==> src/rtl/rx_rsrc_ring_pkg.sv <==
package rx_rsrc_ring_pkg;

   localparam int ENTRY_WORDS = 4;

   typedef enum logic [1:0] {
      F_IDLE = 2'd0,
      F_REQ  = 2'd1,
      F_WAIT = 2'd2,
      F_DONE = 2'd3
   } fetch_state_t;

   localparam logic [2:0] CFG_START  = 3'd0;
   localparam logic [2:0] CFG_END    = 3'd1;
   localparam logic [2:0] CFG_READ   = 3'd2;
   localparam logic [2:0] CFG_WRITE  = 3'd3;
   localparam logic [2:0] CFG_UPPER  = 3'd4;
   localparam logic [2:0] CFG_THRESH = 3'd5;

   localparam int STS_EXCEEDED  = 4;
   localparam int STS_EXHAUSTED = 5;

endpackage

==> src/rtl/rx_rsrc_ring_cfg.sv <==
module rx_rsrc_ring_cfg
   import rx_rsrc_ring_pkg::*;
#(
   parameter int           PTR_W      = 16,
   parameter logic [15:0]  THRESH_RST = 16'h02F8,
   parameter bit           WIDE_EN    = 1'b1
) (
   input  logic             clk,
   input  logic             rst_n,
   input  logic             wide_i,
   input  logic             wr_en_i,
   input  logic [2:0]       sel_i,
   input  logic [PTR_W-1:0] wdata_i,
   output logic             wide_o,
   output logic [PTR_W-1:0] start_o,
   output logic [PTR_W-1:0] end_o,
   output logic [PTR_W-1:0] wrp_o,
   output logic [PTR_W-1:0] upper_o,
   output logic [PTR_W-1:0] thresh_o,
   output logic             rd_load_o,
   output logic [PTR_W-1:0] rd_val_o
);

   logic [PTR_W-1:0] align_mask;
   logic [PTR_W-1:0] masked;

   generate
      if (WIDE_EN) begin : g_wide
         assign wide_o = wide_i;
      end else begin : g_narrow
         logic unused_wide;
         assign unused_wide = wide_i;
         assign wide_o      = 1'b0;
      end
   endgenerate

   assign align_mask = wide_o ? {{(PTR_W-2){1'b1}}, 2'b00} : {{(PTR_W-1){1'b1}}, 1'b0};
   assign masked     = wdata_i & align_mask;
   assign rd_load_o  = wr_en_i && (sel_i == CFG_READ);
   assign rd_val_o   = masked;

   always_ff @(posedge clk or negedge rst_n) begin
      if (!rst_n) begin
         start_o  <= '0;
         end_o    <= '0;
         wrp_o    <= '0;
         upper_o  <= '0;
         thresh_o <= PTR_W'(THRESH_RST);
      end else if (wr_en_i) begin
         case (sel_i)
            CFG_START:  start_o  <= masked;
            CFG_END:    end_o    <= masked;
            CFG_WRITE:  wrp_o    <= masked;
            CFG_UPPER:  upper_o  <= wdata_i;
            CFG_THRESH: thresh_o <= wdata_i;
            default: ;
         endcase
      end
   end

endmodule

==> src/rtl/rx_rsrc_ring_fetch.sv <==
module rx_rsrc_ring_fetch
   import rx_rsrc_ring_pkg::*;
#(
   parameter int PTR_W  = 16,
   parameter int DATA_W = 16
) (
   input  logic                                    clk,
   input  logic                                    rst_n,
   input  logic                                    wide_i,
   input  logic [PTR_W-1:0]                        start_i,
   input  logic [PTR_W-1:0]                        end_i,
   input  logic [PTR_W-1:0]                        wrp_i,
   input  logic [PTR_W-1:0]                        upper_i,
   input  logic                                    rd_load_i,
   input  logic [PTR_W-1:0]                        rd_val_i,
   input  logic                                    go_i,
   output logic                                    mem_req_valid_o,
   input  logic                                    mem_req_ready_i,
   output logic [2*PTR_W-1:0]                      mem_req_addr_o,
   input  logic                                    mem_rsp_valid_i,
   input  logic [DATA_W-1:0]                       mem_rsp_data_i,
   output logic                                    busy_o,
   output logic                                    done_o,
   output logic                                    exhausted_o,
   output logic [PTR_W-1:0]                        rd_ptr_o,
   output logic [ENTRY_WORDS-1:0][DATA_W-1:0]      entry_o
);

   localparam int IDX_W      = $clog2(ENTRY_WORDS);
   localparam int STRIDE_NAR = ENTRY_WORDS * 2;
   localparam int STRIDE_WID = ENTRY_WORDS * 4;

   fetch_state_t                     state_q;
   logic [IDX_W-1:0]                 idx_q;
   logic [PTR_W-1:0]                 rd_q;
   logic [ENTRY_WORDS-1:0][DATA_W-1:0] entry_q;
   logic [PTR_W-1:0]                 word_off;
   logic [PTR_W-1:0]                 rd_adv;
   logic [PTR_W-1:0]                 rd_next;

   always_comb begin
      word_off = wide_i ? PTR_W'({idx_q, 2'b00}) : PTR_W'({idx_q, 1'b0});
      rd_adv   = rd_q + (wide_i ? PTR_W'(STRIDE_WID) : PTR_W'(STRIDE_NAR));
      rd_next  = (rd_adv == end_i) ? start_i : rd_adv;
   end

   assign mem_req_valid_o = (state_q == F_REQ);
   assign mem_req_addr_o  = {upper_i, rd_q + word_off};
   assign busy_o          = (state_q != F_IDLE);
   assign done_o          = (state_q == F_DONE);
   assign exhausted_o     = done_o && (rd_next == wrp_i);
   assign rd_ptr_o        = rd_q;
   assign entry_o         = entry_q;

   always_ff @(posedge clk or negedge rst_n) begin
      if (!rst_n) begin
         state_q <= F_IDLE;
         idx_q   <= '0;
         rd_q    <= '0;
         entry_q <= '0;
      end else begin
         if (rd_load_i) rd_q <= rd_val_i;
         case (state_q)
            F_IDLE: if (go_i) begin
               state_q <= F_REQ;
               idx_q   <= '0;
            end
            F_REQ: if (mem_req_ready_i) state_q <= F_WAIT;
            F_WAIT: if (mem_rsp_valid_i) begin
               entry_q[idx_q] <= mem_rsp_data_i;
               if (idx_q == IDX_W'(ENTRY_WORDS - 1)) begin
                  state_q <= F_DONE;
               end else begin
                  idx_q   <= idx_q + 1'b1;
                  state_q <= F_REQ;
               end
            end
            F_DONE: begin
               rd_q    <= rd_next;
               state_q <= F_IDLE;
            end
            default: state_q <= F_IDLE;
         endcase
      end
   end

   p_req_hold_r11: assert property (@(posedge clk) disable iff (!rst_n)
      (mem_req_valid_o && !mem_req_ready_i) |=> (mem_req_valid_o && $stable(mem_req_addr_o)));

   p_rd_even_r5: assert property (@(posedge clk) disable iff (!rst_n)
      rd_ptr_o[0] == 1'b0);

   p_wrap_r3: assert property (@(posedge clk) disable iff (!rst_n)
      (done_o && (start_i != end_i) && !rd_load_i) |=> (rd_ptr_o != $past(end_i)));

endmodule

==> src/rtl/rx_rsrc_ring_space.sv <==
module rx_rsrc_ring_space #(
   parameter int ADDR_W = 32,
   parameter int CNT_W  = 32,
   parameter int LEN_W  = 16,
   parameter int THR_W  = 16
) (
   input  logic              clk,
   input  logic              rst_n,
   input  logic              wide_i,
   input  logic              load_i,
   input  logic [ADDR_W-1:0] load_addr_i,
   input  logic [CNT_W-1:0]  load_cnt_i,
   input  logic              frame_fire_i,
   input  logic [LEN_W-1:0]  frame_len_i,
   input  logic [THR_W-1:0]  thresh_i,
   output logic [ADDR_W-1:0] buf_addr_o,
   output logic [CNT_W-1:0]  buf_words_o,
   output logic              last_pkt_o,
   output logic              exceed_o,
   output logic              need_next_o
);

   localparam int PAD_W = LEN_W + 2;
   localparam int CMP_W = CNT_W + 2;

   logic [PAD_W-1:0]  raw_len;
   logic [PAD_W-1:0]  padded;
   logic              too_big;
   logic [CNT_W-1:0]  words_after;
   logic              below;

   always_comb begin
      raw_len     = PAD_W'(frame_len_i) + PAD_W'(4);
      padded      = wide_i ? ((raw_len + PAD_W'(3)) & ~PAD_W'(3))
                           : ((raw_len + PAD_W'(1)) & ~PAD_W'(1));
      too_big     = CMP_W'(padded) > {1'b0, buf_words_o, 1'b0};
      words_after = buf_words_o - CNT_W'(padded >> 1);
      below       = words_after < CNT_W'(thresh_i);
   end

   assign exceed_o    = frame_fire_i && too_big;
   assign need_next_o = frame_fire_i && (too_big || below);

   always_ff @(posedge clk or negedge rst_n) begin
      if (!rst_n) begin
         buf_addr_o  <= '0;
         buf_words_o <= '0;
         last_pkt_o  <= 1'b0;
      end else if (load_i) begin
         buf_addr_o  <= load_addr_i;
         buf_words_o <= load_cnt_i;
      end else if (frame_fire_i) begin
         last_pkt_o <= too_big || below;
         if (!too_big) begin
            buf_words_o <= words_after;
            buf_addr_o  <= buf_addr_o + ADDR_W'(padded);
         end
      end
   end

   p_words_down_r7: assert property (@(posedge clk) disable iff (!rst_n)
      (frame_fire_i && !load_i) |=> (buf_words_o <= $past(buf_words_o)));

endmodule

==> src/rtl/rx_rsrc_ring.sv <==
module rx_rsrc_ring
   import rx_rsrc_ring_pkg::*;
#(
   parameter int           PTR_W      = 16,
   parameter int           LEN_W      = 16,
   parameter logic [15:0]  THRESH_RST = 16'h02F8,
   parameter bit           WIDE_EN    = 1'b1
) (
   input  logic               clk,
   input  logic               rst_n,
   input  logic               wide_mode,
   input  logic               cfg_wr,
   input  logic [2:0]         cfg_sel,
   input  logic [PTR_W-1:0]   cfg_wdata,
   input  logic               fetch_req,
   input  logic               sts_clr,
   input  logic [15:0]        sts_clr_mask,
   input  logic               frame_valid,
   input  logic [LEN_W-1:0]   frame_len,
   output logic               frame_ready,
   output logic               mem_req_valid,
   input  logic               mem_req_ready,
   output logic [2*PTR_W-1:0] mem_req_addr,
   input  logic               mem_rsp_valid,
   input  logic [PTR_W-1:0]   mem_rsp_data,
   output logic [PTR_W-1:0]   rd_ptr,
   output logic [2*PTR_W-1:0] buf_addr,
   output logic [2*PTR_W-1:0] buf_words,
   output logic [15:0]        status,
   output logic               last_pkt,
   output logic               rx_stall,
   output logic               busy
);

   localparam int DBL_W = 2 * PTR_W;

   generate
      if (PTR_W < 8) begin : g_bad_ptr
         $error("PTR_W must be at least 8");
      end
      if (LEN_W < 4) begin : g_bad_len
         $error("LEN_W must be at least 4");
      end
   endgenerate

   logic                            wide;
   logic [PTR_W-1:0]                start_p, end_p, wr_p, upper_p, thresh;
   logic                            rd_load;
   logic [PTR_W-1:0]                rd_val;
   logic                            go, f_busy, f_done, f_exh;
   logic [ENTRY_WORDS-1:0][PTR_W-1:0] entry;
   logic                            frame_fire, exceed, need_next;
   logic                            pend_q, stall_q;
   logic [15:0]                     sts_q;
   logic                            clr_exh;
   logic                            rd_eq_wr;

   rx_rsrc_ring_cfg #(.PTR_W(PTR_W), .THRESH_RST(THRESH_RST), .WIDE_EN(WIDE_EN)) u_cfg (
      .clk(clk), .rst_n(rst_n), .wide_i(wide_mode), .wr_en_i(cfg_wr), .sel_i(cfg_sel),
      .wdata_i(cfg_wdata), .wide_o(wide), .start_o(start_p), .end_o(end_p), .wrp_o(wr_p),
      .upper_o(upper_p), .thresh_o(thresh), .rd_load_o(rd_load), .rd_val_o(rd_val)
   );

   rx_rsrc_ring_fetch #(.PTR_W(PTR_W), .DATA_W(PTR_W)) u_fetch (
      .clk(clk), .rst_n(rst_n), .wide_i(wide), .start_i(start_p), .end_i(end_p),
      .wrp_i(wr_p), .upper_i(upper_p), .rd_load_i(rd_load), .rd_val_i(rd_val), .go_i(go),
      .mem_req_valid_o(mem_req_valid), .mem_req_ready_i(mem_req_ready),
      .mem_req_addr_o(mem_req_addr), .mem_rsp_valid_i(mem_rsp_valid),
      .mem_rsp_data_i(mem_rsp_data), .busy_o(f_busy), .done_o(f_done),
      .exhausted_o(f_exh), .rd_ptr_o(rd_ptr), .entry_o(entry)
   );

   rx_rsrc_ring_space #(.ADDR_W(DBL_W), .CNT_W(DBL_W), .LEN_W(LEN_W), .THR_W(PTR_W)) u_space (
      .clk(clk), .rst_n(rst_n), .wide_i(wide), .load_i(f_done),
      .load_addr_i({entry[1], entry[0]}), .load_cnt_i({entry[3], entry[2]}),
      .frame_fire_i(frame_fire), .frame_len_i(frame_len), .thresh_i(thresh),
      .buf_addr_o(buf_addr), .buf_words_o(buf_words), .last_pkt_o(last_pkt),
      .exceed_o(exceed), .need_next_o(need_next)
   );

   assign rd_eq_wr    = (rd_ptr == wr_p);
   assign frame_ready = !f_busy && !pend_q && !stall_q;
   assign frame_fire  = frame_valid && frame_ready;
   assign go          = pend_q && !f_busy;
   assign clr_exh     = sts_clr && sts_clr_mask[STS_EXHAUSTED] && sts_q[STS_EXHAUSTED];
   assign status      = sts_q;
   assign rx_stall    = stall_q;
   assign busy        = f_busy || pend_q;

   always_ff @(posedge clk or negedge rst_n) begin
      if (!rst_n) begin
         sts_q   <= '0;
         pend_q  <= 1'b0;
         stall_q <= 1'b0;
      end else begin
         sts_q <= (sts_q & ~(sts_clr ? sts_clr_mask : 16'h0000))
                  | (f_exh  ? (16'h0001 << STS_EXHAUSTED) : 16'h0000)
                  | (exceed ? (16'h0001 << STS_EXCEEDED)  : 16'h0000);
         pend_q <= (pend_q && !go) || fetch_req || clr_exh || (need_next && !rd_eq_wr);
         if (f_done)                    stall_q <= 1'b0;
         else if (need_next && rd_eq_wr) stall_q <= 1'b1;
      end
   end

   p_stall_release_r10: assert property (@(posedge clk) disable iff (!rst_n)
      $fell(rx_stall) |-> $past(f_done));

   p_exhaust_on_fetch_r4: assert property (@(posedge clk) disable iff (!rst_n)
      $rose(status[STS_EXHAUSTED]) |-> $past(f_done));

   p_exceed_on_frame_r8: assert property (@(posedge clk) disable iff (!rst_n)
      $rose(status[STS_EXCEEDED]) |-> $past(frame_valid));

endmodule

==> config.mk <==
export PLATFORM = sky130hd
export DESIGN_NAME = rx_rsrc_ring
export DESIGN_NICKNAME = d
export VERILOG_FILES = /design/src/rtl/rx_rsrc_ring_pkg.sv /design/src/rtl/rx_rsrc_ring_cfg.sv /design/src/rtl/rx_rsrc_ring_fetch.sv /design/src/rtl/rx_rsrc_ring_space.sv /design/src/rtl/rx_rsrc_ring.sv
export SDC_FILE = /design/constraint.sdc
export NUM_CORES = 1
export LEC_CHECK = 0
export BUFFER_PORTS_ARGS = -buffer_cell sky130_fd_sc_hd__buf_2
export CELL_PAD_IN_SITES_DETAIL_PLACEMENT = 0
export CELL_PAD_IN_SITES_GLOBAL_PLACEMENT = 1
export CORE_UTILIZATION = 33
export CTS_BUF_LIST = sky130_fd_sc_hd__clkbuf_8
export DETAILED_ROUTE_END_ITERATION = 12
export GPL_ROUTABILITY_DRIVEN = 0
export HOLD_SLACK_MARGIN = 0.15
export PLACE_DENSITY_LB_ADDON = 0.1
export SLEW_MARGIN = 20
export SYNTH_ARGS = -nofsm -noshare
export SYNTH_HDL_FRONTEND = slang
export SYNTH_SLANG_ARGS = --single-unit
==> constraint.sdc <==
create_clock -name clk -period 5.47 [get_ports clk]
set_input_delay 0.2735 -clock clk [delete_from_list [all_inputs] [get_ports clk]]
set_output_delay 0.2735 -clock clk [all_outputs]
set_load 0.03 [all_outputs]
==> impl_metrics.json, run 1 <==
{
  "synth.distinct_cells": 76,
  "area_delta_synth_final_pct": 25.9,
  "critPathRequiredTime_ps": 6010,
  "fin_hold_ws_ps": 353,
  "dp_hpwl_um": 36800,
  "wl_um": 51400,
  "synth.largest_area_cell": "dfrtp_1",
  "yosysSeqAreaShare_pct": 41.4,
  "outcome": "completed",
  "root_buffer": "clkbuf_8",
  "fillers": 4438,
  "row_count": 77,
  "setup_violations": 0,
  "yosysMostFrequentCell": "dfrtp_1",
  "ios": 209,
  "reg2reg_depth": 19,
  "fp.dieArea_mm2": 0.0456,
  "rsz0062_at_grt": "false",
  "initial_utilization_pct": 33.4,
  "cp-endpoint": "rx_stall",
  "crit_arrival_ps": 5410,
  "fmax_ghz": 0.206,
  "synth_common_cells": "dfrtp_1, mux2_2, nand2_1, ha_1, inv_1",
  "timing.final.crit_share_pct": 89.0,
  "cts_buffer_depth": 3,
  "drive_gt1_share_pct": 28.0,
  "layout_setup_ws_ps": 604,
  "numCtsBuffers": 48,
  "hp-class": "in2async",
  "grt-ovfl-total": 0,
  "crit_path_end_kind": "flip-flop",
  "coreArea_mm2": 0.0442,
  "clock-sinks": 244,
  "clock-skew-final_ps": 30.1,
  "max-slew-margin-rel_pct": 28.6,
  "cap_violations": 0,
  "use_met3_pct": 3.37,
  "critPathLaunchType": "input port",
  "leakage_uw": 0.00885,
  "fin_crit_ps": 4870,
  "synthFlopType": "dfrtp_1",
  "cp_max_fo": 5,
  "rrSetupSlack_ps": 1100,
  "yosys-top-cells-area": "dfrtp_1, mux2_2, ha_1",
  "crit_start": "frame_len[2]",
  "cts_tree": "yes",
  "postRouteAntennaNets": 0,
  "wire_per_inst_um": 21.2,
  "yosys_warnings": 0,
  "drc": 0,
  "power_density_mw_per_mm2": 525,
  "cts_post_setup_buffers_inserted": 0,
  "num_vias": 12500,
  "yosys.area.top_type_share_pct": 40.3,
  "synth-seq-cells": 244,
  "finalMaxSlewViolations": 0,
  "synth_area_mm2": 0.0148,
  "htree_levels": 2,
  "viasPerCell": 5.16,
  "grt_max_degree": 129,
  "grt_pass1_wl_um": 78400,
  "port_buffers": 208,
  "fp.dieW_um": 214,
  "clock_latency_ps": 630,
  "first_pass_iters": 5,
  "async_reset_ff_share_pct": 100,
  "rr_startpoint": "u_space.buf_words_o[0]",
  "worstSetupPathType": "in2reg",
  "hold_violations": 0,
  "rr_endpoint": "rx_stall",
  "syn-instance-count": 1462,
  "nets": 1953,
  "antenna_found_initial": 1,
  "syn_avg_cell_area_um2": 10.1,
  "clk_pin_slew_ps": 60,
  "grt_util_met1_pct": 30.7,
  "first_global_vias": 12700,
  "tightest_slew_ps": 1070,
  "synth-edff-count": 0,
  "use_met2_pct": 38.5,
  "drtIter0Drc": 650,
  "ir_drop_uv": 243,
  "top_usage_layer": "met2",
  "grtUsageTotal_pct": 23.1,
  "dp_slack_ps": -112,
  "die_y_um": 214
}
-- power by group --
part / total, uW / switching (uW) / internal [uW]
Clock: 2010 / 865 / 1140
Combinational: 4780 / 2920 / 1860
Sequential: 2980 / 627 / 2360
Total: 9770 / 4410 / 5360
-- what timing repair did --
| item | in CTS | in global routing |
|---|---|---|
| hold buffers | 76 | 0 |
| gates resized for setup | 0 | 3 |
| endpoints found under the setup margin | 0 | 3 |
| endpoints found under the hold margin | 291 | 0 |
-- how the worst min path moves through the flow --
stage,startpoint,to,slack [ps],cells after the start
2_1_floorplan,rst_n,pend_q,-20,0
3_3_place_gp,rst_n,u_fetch.entry_o[10],440,1
6_report,rst_n,u_space.buf_addr_o[11],350,2
5_1_grt,cfg_wr,u_cfg.start_o[1],380,4
4_1_cts,cfg_wr,u_cfg.start_o[1],310,4
3_5_place_dp,rst_n,u_space.buf_addr_o[11],450,1
-- metal layers --
layer	part of all wire, %	vias to the layer above
met5	0	-
met4	2.9	0
met3	4.1	88
met2	48	314
met1	45	6185
li1	-	5920
-- final cells by class --
cell class	count	area, um2	area share, %
Timing Repair Buffer	344	2290	12.3
Inverter	78	293	1.57
Clock buffer	61	840	4.51
Antenna cell	1	2.50	0.0135
Tap cell	592	741	3.98
Clock inverter	26	189	1.02
Sequential cell	244	6110	32.9
Multi-Input combinational cell	1078	8130	43.7
-- registers in the layout, indices dropped and copies added (netlist names) --
register / count
rx_stall: 1
u_fetch.idx_q: 2
u_cfg.end_o: 15
u_fetch.state_q: 2
u_space.last_pkt_o: 1
u_space.buf_addr_o: 32
pend_q: 1
u_fetch.entry_o: 64
u_cfg.thresh_o: 16
u_space.buf_words_o: 32
u_fetch.rd_ptr_o: 16
u_cfg.start_o: 15
u_cfg.wrp_o: 15
u_cfg.upper_o: 16
status: 16
-- worst max-delay path, cell delays in order --
cell	delay, ps
buf_2	130
ha_1	220
nand3_1	110
xnor2_1	180
nand2b_1	130
nor3_1	290
o21ai_0	160
xnor2_1	250
ha_1	280
and3_1	180
a221oi_2	300
nor2b_1	110
o31ai_1	290
and2_1	210
nand2b_1	60
a21oi_1	180
xnor2_1	170
ha_1	290
a21oi_1	140
nor2b_1	60
o21ai_0	150
nand4_1	130
a2111oi_2	290
nand4_1	180
o41ai_4	430
a21oi_1	110
nor2_1	90
-- through the flow --
step           util, %  total power, uW  TNS (ps)  instance area, um2  cells
3_3_place_gp      38.0             7720     -5.27               16800   2260
4_1_cts           42.0             9870         0               18600   2423
2_1_floorplan        -             6160         0               14800   1463
5_1_grt           42.0            10500         0               18600   2423
6_report          42.1             9770         0               18600   2424
3_5_place_dp      38.0             7760      -216               16800   2260
-- cells by family (layout without fill, tap and decap cells) --
logic type | after synthesis | after routing | share of synthesized area (%)
and+or+nand+nor | 387 | 387 | 13.5
adders and majority gates | 83 | 83 | 7.24
DFF | 244 | 244 | 41.4
buffers and inverters | 141 | 509 | 3.86
muxes | 155 | 155 | 11.7
AOI/OAI and AO/OA | 333 | 333 | 15.2
xor gates and xnor gates | 117 | 117 | 7.03
other | 2 | 4 | 0.0509
-- placed cells by master (no fill, tap or decap), types with 61 or more instances in the layout --
master / instances
inv_1: 92
ha_1: 79
clkbuf_8: 61
dlygate4sd3_1: 76
buf_2: 207
nor2_1: 70
dfrtp_1: 238
o21ai_0: 69
a21oi_1: 75
mux2_2: 139
nand2_1: 107
No activity file was read; power rests on OpenSTA's default activity.
==> inputs of run 2 (changes only) <==
- PLACE_DENSITY: default -> 0.64
- PLACE_DENSITY_LB_ADDON: 0.1 -> default
==> impl_metrics.json, run 2 (synthesis results as in run 1) <==
{
  "outcome": "completed",
  "layout_common_cells": "dfrtp_1, buf_2, mux2_2, nand2_1, inv_1",
  "leakage_uw": 0.00876,
  "first_pass_iters": 7,
  "first_global_vias": 12400,
  "fp.dieW_um": 214,
  "drtIter0Drc": 964,
  "fmax_ghz": 0.202,
  "tightest_slew_ps": 1050,
  "cp_max_fo": 5,
  "cts_buffer_depth": 3,
  "hp-class": "in2async",
  "clk_pin_slew_ps": 60,
  "port_buffers": 208,
  "grtUsageTotal_pct": 21.7,
  "critPathLaunchType": "input port",
  "power_density_mw_per_mm2": 518,
  "fillers": 4389,
  "grt-ovfl-total": 0,
  "finalMaxSlewViolations": 0,
  "numCtsBuffers": 48,
  "row_count": 77,
  "die_y_um": 214,
  "initial_utilization_pct": 33.4,
  "crit_path_end_kind": "flip-flop",
  "nets": 1938,
  "worstSetupPathType": "in2reg",
  "area_delta_synth_final_pct": 24.4,
  "switching_share_pct": 45.8,
  "fin_crit_ps": 4950,
  "num_vias": 12600,
  "slowest_delay_ps": 490,
  "crit_start": "frame_len[2]",
  "setup_violations": 0,
  "viasPerCell": 5.21,
  "cts_tree": "yes",
  "p_clk_share_pct": 19.4,
  "max-slew-margin-rel_pct": 30.0,
  "drc": 0,
  "cellInternalPower_uw": 5150,
  "dp_slack_ps": -126,
  "rsz0062_at_grt": "false",
  "grt_pass1_wl_um": 74200,
  "switchingPower_uw": 4360,
  "hold_violations": 0,
  "timing.final.crit_share_pct": 90.5,
  "rr_startpoint": "u_fetch.rd_ptr_o[3]",
  "root_buffer": "clkbuf_8",
  "critPathRequiredTime_ps": 6020,
  "postRouteAntennaNets": 0,
  "largest_reg_flops": 64,
  "layout_setup_ws_ps": 519,
  "cpMaxStageDelayCell": "o41ai_2",
  "drive_gt1_share_pct": 27.0,
  "clock-sinks": 244,
  "wire_per_inst_um": 20.4,
  "power_frac_comb_pct": 49.0,
  "seqPwrFrac_pct": 31.6,
  "fin_util_pct": 41.5,
  "dp_hpwl_um": 35500,
  "cap_violations": 0,
  "fin_hold_ws_ps": 273,
  "htree_levels": 2,
  "clock_latency_ps": 620,
  "fp.dieArea_mm2": 0.0456,
  "antenna_found_initial": 2,
  "grt_max_degree": 133,
  "ios": 209,
  "final_common_cell": "dfrtp_1",
  "coreArea_mm2": 0.0442,
  "crit_arrival_ps": 5500,
  "wl_um": 49200,
  "num_antenna_cells": 0,
  "ir_drop_uv": 285,
  "clock-skew-final_ps": 20.8,
  "cts_post_setup_buffers_inserted": 0
}
==> run 2: critical path: cells and delay by family <==
| family | cells | cell delay [ps] |
|---|---|---|
| compound gates | 9 | 2270 |
| simple gates | 11 | 1460 |
| fa+ha+maj | 3 | 800 |
| xor+xnor | 3 | 580 |
| buf+inv | 1 | 130 |
==> run 2: repair_timing <==
action / CTS / global route
endpoints found under the setup margin: 0 / 1
hold buffers: 76 / 0
endpoints found under the hold margin: 288 / 0
gates resized for setup: 0 / 1
==> run 2: final timing paths <==
kind                                               to  slack [ps]  depth (start not counted)
worst max-delay path                         rx_stall         520                         27
worst min-delay path                       status[10]         270                          2
worst max register to register              status[5]        1050                         12
worst min register to register  u_space.buf_addr_o[0]         460                          2
max in group asynchronous            u_cfg.upper_o[2]        3950                          3
min in group clk                     u_cfg.start_o[1]         360                          4
==> run 2: final cells by class <==
type                       count  area (um2)  area share (%)
clock buffer                  57         785            4.27
clock inverter                31         155           0.845
inverter                      78         293            1.59
multi-input combinational   1078        8120            44.2
sequential                   244        6110            33.3
tap                          592         741            4.03
timing repair buffer         329        2160            11.8
==> run 2: power groups by stage <==
| stage | Sequential, uW | Clock, uW | Combinational (uW) |
|---|---|---|---|
| 6_report | 3010 | 1840 | 4660 |
| 5_1_grt | 3100 | 1970 | 5100 |
| 4_1_cts | 3010 | 1900 | 4690 |
| 3_5_place_dp | 3040 | 0 | 4630 |
| 3_3_place_gp | 3020 | 0 | 4600 |
| 2_1_floorplan | 3230 | 0 | 2930 |
==> run 2: metrics by stage <==
step	cell area [um2]	power [uW]	instances	TNS, ps
5_1_grt	18400	10200	2409	0
2_1_floorplan	14800	6160	1463	0
3_5_place_dp	16700	7670	2245	-271
4_1_cts	18400	9610	2409	0
3_3_place_gp	16700	7620	2245	0
6_report	18400	9510	2409	0
==> run 2: per-layer routing <==
metal / vias up / global-route usage (%) / wire, um
met4: 4 / 6.87 / 1340
met5: - / 0 / 33
met1: 6240 / 28.5 / 21900
li1: 5904 / - / -
met2: 329 / 35.8 / 23300
met3: 85 / 4.42 / 2650
==> inputs of run 3 (changes only) <==
- CELL_PAD_IN_SITES_DETAIL_PLACEMENT: 0 -> default
- CELL_PAD_IN_SITES_GLOBAL_PLACEMENT: 1 -> default
- PLACE_DENSITY: 0.64 -> 0.53
==> impl_metrics.json, run 3 (synthesis results as in run 1) <==
{
  "place_area_mm2": 0.0168,
  "ir_drop_uv": 308,
  "fin_util_pct": 41.8,
  "wl_met2_um": 22300,
  "cts_post_setup_buffers_inserted": 0,
  "finalMaxSlewViolations": 0,
  "slowest_delay_ps": 450,
  "viasPerCell": 5.20,
  "crit_path_end_kind": "flip-flop",
  "row_count": 77,
  "fmax_ghz": 0.201,
  "tightest_slew_ps": 1040,
  "root_buffer": "clkbuf_8",
  "first_pass_iters": 6,
  "layout_common_cells": "dfrtp_1, buf_2, mux2_2, nand2_1, inv_1",
  "cts_buffer_depth": 3,
  "dp_slack_ps": -201,
  "crit_arrival_ps": 5520,
  "die_y_um": 214,
  "fp.dieW_um": 214,
  "wire_per_inst_um": 19.7,
  "num_vias": 12600,
  "wl_um": 47700,
  "numCtsBuffers": 48,
  "fp.dieArea_mm2": 0.0456,
  "clk_pin_slew_ps": 60,
  "ios": 209,
  "setup_violations": 0,
  "grt_pass1_wl_um": 72800,
  "timing.final.crit_share_pct": 91.0,
  "hp-class": "in2reg",
  "cap_violations": 0,
  "num_antenna_cells": 0,
  "rsz0062_at_grt": "false",
  "htree_levels": 2,
  "seqCellArea_mm2": 0.00611,
  "cpMaxStageDelayCell": "o41ai_2",
  "clock-sinks": 244,
  "power_density_mw_per_mm2": 517,
  "drc": 0,
  "drive_gt1_share_pct": 27.9,
  "clock_latency_ps": 620,
  "postRouteAntennaNets": 0,
  "fillers": 4383,
  "first_global_vias": 12400,
  "coreArea_mm2": 0.0442,
  "fin_hold_ws_ps": 199,
  "max-slew-margin-rel_pct": 30.7,
  "wl_met1_um": 21700,
  "final_common_cell": "dfrtp_1",
  "crit_buf_inv": 3,
  "worstSetupPathType": "in2reg",
  "critical_path.top_delay_family": "compound AO/OA/AOI/OAI gates",
  "clock-skew-final_ps": 27.3,
  "antenna_found_initial": 1,
  "multi_input_area_mm2": 0.00813,
  "power_uw": 9560,
  "fin_crit_ps": 4980,
  "grtUsageTotal_pct": 21.0,
  "finalInstanceArea_mm2": 0.0185,
  "routed.top_layer": "met4",
  "outcome": "completed",
  "nets": 1948,
  "port_buffers": 208,
  "cts_tree": "yes",
  "grt_max_degree": 158,
  "largest_reg_flops": 64,
  "initial_utilization_pct": 33.4,
  "wl_met3_um": 2480,
  "cp_max_fo": 3,
  "grt-ovfl-total": 0,
  "path_common_cell": "nor2_1",
  "hold_violations": 0,
  "leakage_uw": 0.00879,
  "layout_setup_ws_ps": 490,
  "dp_hpwl_um": 34200,
  "area_delta_synth_final_pct": 25.3,
  "critPathLaunchType": "input port",
  "critPathRequiredTime_ps": 6010,
  "drtIter0Drc": 832
}
-- run 3: changes by cell type in the layout (fill, tap and decap cells not counted), moves of 3 or more --
cell	previous run	this run
buf_4	44	53
inv_1	101	91
clkbuf_8	57	63
clkinv_2	4	7
-- run 3: cell type report --
type / instances / area share [%]
clock buffer: 63 / 4.69
clock inverter: 24 / 0.582
inverter: 78 / 1.58
multi-input combinational: 1078 / 43.9
sequential: 244 / 33.0
tap: 592 / 4.00
timing repair buffer: 339 / 12.2
-- run 3: routing by layer --
layer	up-vias	global-route usage, %
met1	6212	28.2
met4	0	6.45
met3	75	4.00
met2	338	34.2
met5	-	0
li1	5937	-
-- run 3: through the flow --
step / instances / TNS [ps]
after global placement: 2255 / -102
after CTS: 2418 / 0
final: 2418 / 0
after detailed placement: 2255 / -490
after global routing: 2418 / 0
after floorplan: 1463 / 0
-- run 3: path summary, 6_finish.rpt --
kind,from,to,slack [ps],cells after the start
min in group asynchronous,rst_n,u_fetch.entry_o[1],230,2
min reg2reg,u_fetch.entry_o[0],u_space.buf_addr_o[0],450,2
min,cfg_sel[0],u_cfg.start_o[1],200,3
max reg2reg,u_space.buf_words_o[0],rx_stall,1050,19
max,wide_mode,rx_stall,490,27
max in group asynchronous,rst_n,status[13],3890,3
-- run 3: power by group --
part | leakage, uW | total, uW | switching (uW) | internal (uW)
clock network | 0.000565 | 1880 | 854 | 1030
logic | 0.00513 | 4670 | 2830 | 1830
registers | 0.00310 | 3020 | 658 | 2360
total | 0.00879 | 9560 | 4340 | 5220
-- run 3: repair_timing --
action	in CTS	in global routing
resized for setup	0	2
hold endpoints to repair	263	0
hold buffers	76	0
endpoints found under the setup margin	0	2
-- run 3: worst min-delay path: stages --
cell	delay, ps
buf_2	180
nor3b_4	160
mux2i_1	150
